--- src/rtl/sd_pkg.sv ---
package sd_pkg;

    typedef enum logic {
        ST_HUNT = 1'b0,
        ST_RUN  = 1'b1
    } state_t;

    // width of segment k when a line of line_w pixels is shared by lanes lanes
    function automatic int seg_len(int line_w, int lanes, int k);
        return line_w / lanes + ((k < (line_w % lanes)) ? 1 : 0);
    endfunction

endpackage

--- src/rtl/sd_seg_tracker.sv ---
module sd_seg_tracker
    import sd_pkg::*;
#(
    parameter int LINE_W = 5000,
    parameter int LANES  = 3,
    parameter int LIDX_W = 2
) (
    input  logic              clk,
    input  logic              rst_n,
    input  logic              adv,
    input  logic              restart,
    output logic [LIDX_W-1:0] cur_lane,
    output logic              seg_last,
    output logic              line_start
);
    localparam int CNT_W = $clog2(LINE_W / LANES + 2);

    logic [LIDX_W-1:0] lane_q;
    logic [CNT_W-1:0]  cnt_q;
    logic [CNT_W-1:0]  cnt_now;

    always_comb begin
        cur_lane   = restart ? '0 : lane_q;
        cnt_now    = restart ? '0 : cnt_q;
        seg_last   = (cnt_now == CNT_W'(seg_len(LINE_W, LANES, int'(cur_lane)) - 1));
        line_start = (lane_q == '0) && (cnt_q == '0);
    end

    always_ff @(posedge clk) begin
        if (!rst_n) begin
            lane_q <= '0;
            cnt_q  <= '0;
        end else if (adv) begin
            if (seg_last) begin
                cnt_q  <= '0;
                lane_q <= (cur_lane == LIDX_W'(LANES - 1)) ? '0 : cur_lane + 1'b1;
            end else begin
                cnt_q  <= cnt_now + 1'b1;
                lane_q <= cur_lane;
            end
        end
    end
endmodule

--- src/rtl/sd_lane_out.sv ---
module sd_lane_out #(
    parameter int PIX_W = 12
) (
    input  logic             clk,
    input  logic             rst_n,
    input  logic             hit,
    input  logic             last,
    input  logic [PIX_W-1:0] din,
    output logic             valid,
    output logic             eol,
    output logic [PIX_W-1:0] dout
);
    always_ff @(posedge clk) begin
        if (!rst_n) begin
            valid <= 1'b0;
            eol   <= 1'b0;
            dout  <= '0;
        end else begin
            valid <= hit;
            eol   <= hit && last;
            if (hit) dout <= din;
        end
    end
endmodule

--- src/rtl/strip_divider.sv ---
module strip_divider
    import sd_pkg::*;
#(
    parameter int PIX_W  = 12,
    parameter int LINE_W = 5000,
    parameter int LANES  = 3
) (
    input  logic                   clk,
    input  logic                   rst_n,
    input  logic                   in_valid,
    input  logic                   in_sol,
    input  logic [PIX_W-1:0]       in_data,
    output logic [LANES-1:0]       lane_valid,
    output logic [LANES-1:0]       lane_eol,
    output logic [LANES*PIX_W-1:0] lane_data,
    output logic                   sync_err
);
    localparam int LIDX_W = (LANES > 1) ? $clog2(LANES) : 1;

    state_t            state_q, state_d;
    logic              accept, restart, early, err_q;
    logic [LIDX_W-1:0] cur_lane;
    logic              seg_last, line_start;

    // state register
    always_ff @(posedge clk) begin
        if (!rst_n) begin
            state_q <= ST_HUNT;
            err_q   <= 1'b0;
        end else begin
            state_q <= state_d;
            if (early) err_q <= 1'b1;
        end
    end

    // next state and control
    always_comb begin
        state_d = state_q;
        accept  = 1'b0;
        early   = 1'b0;
        restart = in_valid && in_sol;
        unique case (state_q)
            ST_HUNT: begin
                if (restart) begin         // SYNC
                    state_d = ST_RUN;
                    accept  = 1'b1;
                end
            end
            ST_RUN: begin
                accept = in_valid;
                early  = restart && !line_start;  // RESYNC
            end
            default: state_d = ST_HUNT;
        endcase
    end

    assign sync_err = err_q;

    sd_seg_tracker #(
        .LINE_W (LINE_W),
        .LANES  (LANES),
        .LIDX_W (LIDX_W)
    ) u_track (
        .clk        (clk),
        .rst_n      (rst_n),
        .adv        (accept),
        .restart    (restart),
        .cur_lane   (cur_lane),
        .seg_last   (seg_last),
        .line_start (line_start)
    );

    for (genvar k = 0; k < LANES; k++) begin : g_lane
        sd_lane_out #(.PIX_W(PIX_W)) u_out (
            .clk   (clk),
            .rst_n (rst_n),
            .hit   (accept && (cur_lane == LIDX_W'(k))),
            .last  (seg_last),
            .din   (in_data),
            .valid (lane_valid[k]),
            .eol   (lane_eol[k]),
            .dout  (lane_data[k*PIX_W +: PIX_W])
        );
    end
endmodule

--- config.mk ---
export PLATFORM = sky130hd
export DESIGN_NAME = strip_divider
export DESIGN_NICKNAME = d
export VERILOG_FILES = /design/src/rtl/sd_pkg.sv /design/src/rtl/sd_seg_tracker.sv /design/src/rtl/sd_lane_out.sv /design/src/rtl/strip_divider.sv
export SDC_FILE = /design/constraint.sdc
export NUM_CORES = 1
export LEC_CHECK = 0
export BUFFER_PORTS_ARGS = -buffer_cell sky130_fd_sc_hd__buf_2
export CAP_MARGIN = 20
export CORE_MARGIN = 2
export CORE_UTILIZATION = 35
export DETAILED_ROUTE_END_ITERATION = 7
export SLEW_MARGIN = 30
export SYNTH_ARGS = -nofsm -noshare
export SYNTH_HDL_FRONTEND = slang
export SYNTH_HIERARCHICAL = 1
export SYNTH_SLANG_ARGS = --single-unit
export TNS_END_PERCENT = 5
--- constraint.sdc ---
create_clock -name clk -period 1.91 [get_ports clk]
set_input_delay 0.0955 -clock clk [delete_from_list [all_inputs] [get_ports clk]]
set_output_delay 0.0955 -clock clk [all_outputs]
set_load 0.02 [all_outputs]
==> PnR_summary.wiki <==
{| class="wikitable"
! Metric !! Value
|-
| Chip Width || a little under 90 µm
|-
| Clock-pin transition on the worst setup and hold timing paths || around 60 ps
|-
| Largest net degree at the start of global routing || 29
|-
| Total setup violations reported at the end of the flow || 0
|-
| Max Freq || roughly 540 MHz
|-
| Cells along the critical path || nor2b_4, ha_4, nand3_2, or4_4, or4_1, a31oi_1
|-
| Buffers on Ports || 58
|-
| Critical path launch point type || flop
|-
| Leading post-synthesis cells by instance count || 57 x sky130_fd_sc_hd__dfxtp_1, 41 x sky130_fd_sc_hd__nor2b_1, 37 x sky130_fd_sc_hd__mux2i_1
|-
| Crit Reg-Reg Startpoint || u_track/cnt_q[0]
|-
| Most instantiated flip-flop cell in the synthesis netlist || sky130_fd_sc_hd__dfxtp_1
|-
| Clock buffers created by TritonCTS || 9
|-
| Starting density of the core || 0.363
|-
| Global-route usage over all layers || 0.155
|-
| Leakage power summed over all cells || 1.30 nW
|-
| Minimum clock period || ~1900 ps
|-
| Number of detailed-route iterations in the first pass || 4
|-
| CTS sink cnt || 57
|-
| Internal power contribution || ~1.8 mW
|-
| P_sw || 574 µW
|-
| Worst voltage drop across the vdd grid || around 340 µV
|-
| Count of max-cap constraint violations || 0
|-
| Post-synthesis cell count || between 200 and 250
|-
| Switching share of total power || 0.240
|-
| Weighted congestion at the end of routability-driven global placement || 0.868
|-
| Worst Path Required || around 2200 ps
|-
| Distinct cell type count after synthesis || 44
|-
| Worst-case clock skew || approximately 7.5 ps
|-
| Count of flip-flops with a built-in enable after synthesis || 0
|-
| YS warnings || 6
|-
| Number of max-slew violations in the final report || 0
|-
| Sequential element share of the synthesized area || 0.463
|-
| Worst hold path stage count || 3
|-
| Worst r2r dst || u_track/cnt_q[10]
|-
| Number of buffers inserted by hold repair at cts || 0
|-
| Post-Synthesis Mean Instance Area || between 10 and 15 µm²
|-
| Mean routed wirelength per cell || roughly 13 µm
|-
| Number of cells on the worst reg-to-reg path || 6
|-
| Placeable core area || approximately 6800 µm²
|-
| Run status || finished clean
|-
| Summed instance area of the synthesized netlist || about 2500 µm²
|-
| Largest incremental delay on the critical path || roughly 470 ps
|-
| Share of power burned in the clock network || 0.409
|-
| Most used standard cell by instance count after synthesis || sky130_fd_sc_hd__dfxtp_1
|-
| Proportion of register bits with asynchronous set or reset after synthesis || 0
|-
| Number of flip-flops and latches in the synthesized netlist || 57
|-
| Overall via count from detail_route || between 1.5k and 2k
|-
| Worst hold margin || around 54 ps
|-
| Hold Violations, Final || 0
|-
| Max Buffers Root-to-Sink || 2
|-
| Boundary pin count || 59
|-
| Syn_nets || 256
|-
| Leftover overflow at the end of global routing || 0
|-
| Critical path type || reg2reg
|-
| Diodes inserted || 0
|-
| Hold_sp || in_data[7]
|-
| DRC || 0
|-
| Post-route setup TNS || 0 ps
|-
| Arrival time worst endpoint || between 2000 and 2500 ps
|-
| Number of antenna violations at the first check in global routing || 0
|-
| Die area || about 7700 µm²
|-
| Headroom to the max-slew limit || 0.742
|-
| Post-detailed-placement half-perimeter wirelength || 4.01 mm
|-
| Internal reg-to-reg setup slack || between 50 and 60 ps
|-
| Layout area overhead || 28.4%
|-
| Transition at the pin with the smallest max-transition slack || between 300 and 400 ps
|-
| Cell taking the most area after synthesis || sky130_fd_sc_hd__dfxtp_1
|-
| Layout cells sized above 1 || 0.378
|-
| Share of power burned in combinational logic || 0.081
|-
| Vertical extent of the die || about 88 µm
|-
| Post-DR vias/cell || ~4.6
|-
| Slowest stage cell on the critical path || sky130_fd_sc_hd__or4_1
|-
| Portion of total power attributed to sequential cells || 0.510
|-
| Leading cell types by total area after synthesis || sky130_fd_sc_hd__dfxtp_1 46%, sky130_fd_sc_hd__mux2i_1 15%, sky130_fd_sc_hd__nor2b_1 10%
|-
| Clock insertion delay at the later pin of the skew report || 330 ps
|-
| Setup repair after global routing missed its margin || true
|-
| Hold/Removal Path Class || in2reg
|-
| Worst-path fanout max || 4
|-
| DRT iter0 DRCs || 80
|-
| Hold EP || g_lane[1].u_out/dout[7]
|-
| Final core utilization || 0.466
|-
| Power Density || 755 nW/µm²
|-
| Fraction of the cycle the final worst path needs || 0.972
|-
| Fraction of post-synthesis cell area in the top cell type by area || 0.463
|-
| Vias in the first global route || between 1.5k and 2k
|-
| H-tree levels || 3
|-
| Kind of end point of the critical path || flop
|-
| Root buf cell || sky130_fd_sc_hd__clkbuf_8
|-
| Final wirelength || ~5.6 mm
|-
| Wire length of the first global-routing pass || roughly 9.2 mm
|-
| Count of standard-cell rows || 30
|-
| Residual antenna-violating net count after detailed routing || 0
|-
| CTS tree || built
|-
| Nets || between 300 and 400
|}
==> routing by layer <==
layer,up-vias,share of wire,GRT usage
li1,1001,-,-
met1,896,0.48,0.201
met2,43,0.47,0.240
met3,5,0.045,0.0349
met4,0,0.013,0.0797
met5,-,0,0
==> cell families after synthesis <==
family                   after synthesis  synth area share
AO/OA/AOI/OAI                         30            0.0817
adder cells (fa/ha/maj)                1           0.00508
buffers and inverters                 16            0.0533
flip-flops                            57             0.463
multiplexers                          37             0.150
AND/OR/NAND/NOR                       98             0.247
==> cell type report <==
| type | count | area, µm² |
|---|---|---|
| fill | 672 | 3630 |
| inverter | 4 | 15.0 |
| clock inverter | 3 | 17.5 |
| clock buffer | 11 | 151 |
| sequential | 57 | 1140 |
| timing repair buffer | 82 | 470 |
| tap | 96 | 120 |
| multi-input combinational | 166 | 1250 |
==> through the flow <==
stage	total power, mW	setup slack [ps]	instances	instance area [µm²]
floorplan	1.37	2.22	239	2510
global placement	1.44	44.6	404	2980
detailed placement	1.44	-5.89	404	2980
CTS	2.43	29.2	418	3150
global route	2.50	-50.7	419	3170
finish	2.39	52.8	419	3170
==> worst max-delay path, delay by kind of cell, from the launching register on <==
kind | cells | cell delay [ps]
AO/OA/AOI/OAI | 1 | 160
flip-flops | 1 | 350
adder cells (fa/ha/maj) | 1 | 140
AND/OR/NAND/NOR | 4 | 1140
==> how the worst max path moves through the flow <==
stage | startpoint | to | slack (ps) | depth (start not counted)
after floorplan | u_track/cnt_q[1] | u_track/cnt_q[10] | 2 | 6
after global placement | in_valid | u_track/cnt_q[10] | 40 | 8
after detailed placement | in_valid | u_track/cnt_q[10] | -6 | 8
after CTS | u_track/cnt_q[1] | u_track/cnt_q[10] | 30 | 6
after global routing | u_track/cnt_q[0] | u_track/cnt_q[10] | -50 | 6
final | u_track/cnt_q[0] | u_track/cnt_q[10] | 50 | 6
==> flip-flops by register name (all words and copies together), names as in the netlist <==
name / count
u_track/lane_q: 2
state_q: 1
g_lane.u_out/eol: 3
g_lane.u_out/valid: 3
g_lane.u_out/dout: 36
sync_err: 1
u_track/cnt_q: 11
==> power groups by stage <==
stage / Clock, mW / Sequential, mW / Combinational (mW)
after global routing: 1.06 / 1.22 / 0.213
final: 0.977 / 1.22 / 0.194
after global placement: 0 / 1.25 / 0.194
after CTS: 1.01 / 1.22 / 0.196
after detailed placement: 0 / 1.25 / 0.196
after floorplan: 0 / 1.27 / 0.102
==> cells in the final DEF, fill, tap and decap left out, types with 2 or more instances in the layout <==
master                       n
sky130_fd_sc_hd__clkbuf_8   11
sky130_fd_sc_hd__and2_2      3
sky130_fd_sc_hd__a31oi_1     6
sky130_fd_sc_hd__or2_2       2
sky130_fd_sc_hd__or4_4       2
sky130_fd_sc_hd__nand3_1     2
sky130_fd_sc_hd__buf_4      24
sky130_fd_sc_hd__inv_1       4
sky130_fd_sc_hd__nor2b_4     2
sky130_fd_sc_hd__clkinv_2    2
sky130_fd_sc_hd__mux2i_1    37
sky130_fd_sc_hd__or4_1       2
sky130_fd_sc_hd__dfxtp_2     3
sky130_fd_sc_hd__nor2b_1    39
sky130_fd_sc_hd__o2111ai_1   2
sky130_fd_sc_hd__nor2_1      7
sky130_fd_sc_hd__o21a_1      2
sky130_fd_sc_hd__a21oi_1     6
sky130_fd_sc_hd__a22oi_1     4
sky130_fd_sc_hd__buf_2      58
sky130_fd_sc_hd__nand2_1    12
sky130_fd_sc_hd__nor3b_2     2
sky130_fd_sc_hd__nand2b_1    3
sky130_fd_sc_hd__nor4_1      3
sky130_fd_sc_hd__dfxtp_1    54
sky130_fd_sc_hd__nand4_1     2
sky130_fd_sc_hd__and3_2      3
sky130_fd_sc_hd__o21ai_0     4
==> repair_timing <==
action | in CTS | in global routing
resized for setup | 0 | 3
setup buffers | 0 | 1
setup endpoints to repair | 0 | 6
Power figures use the tool's default switching activity.
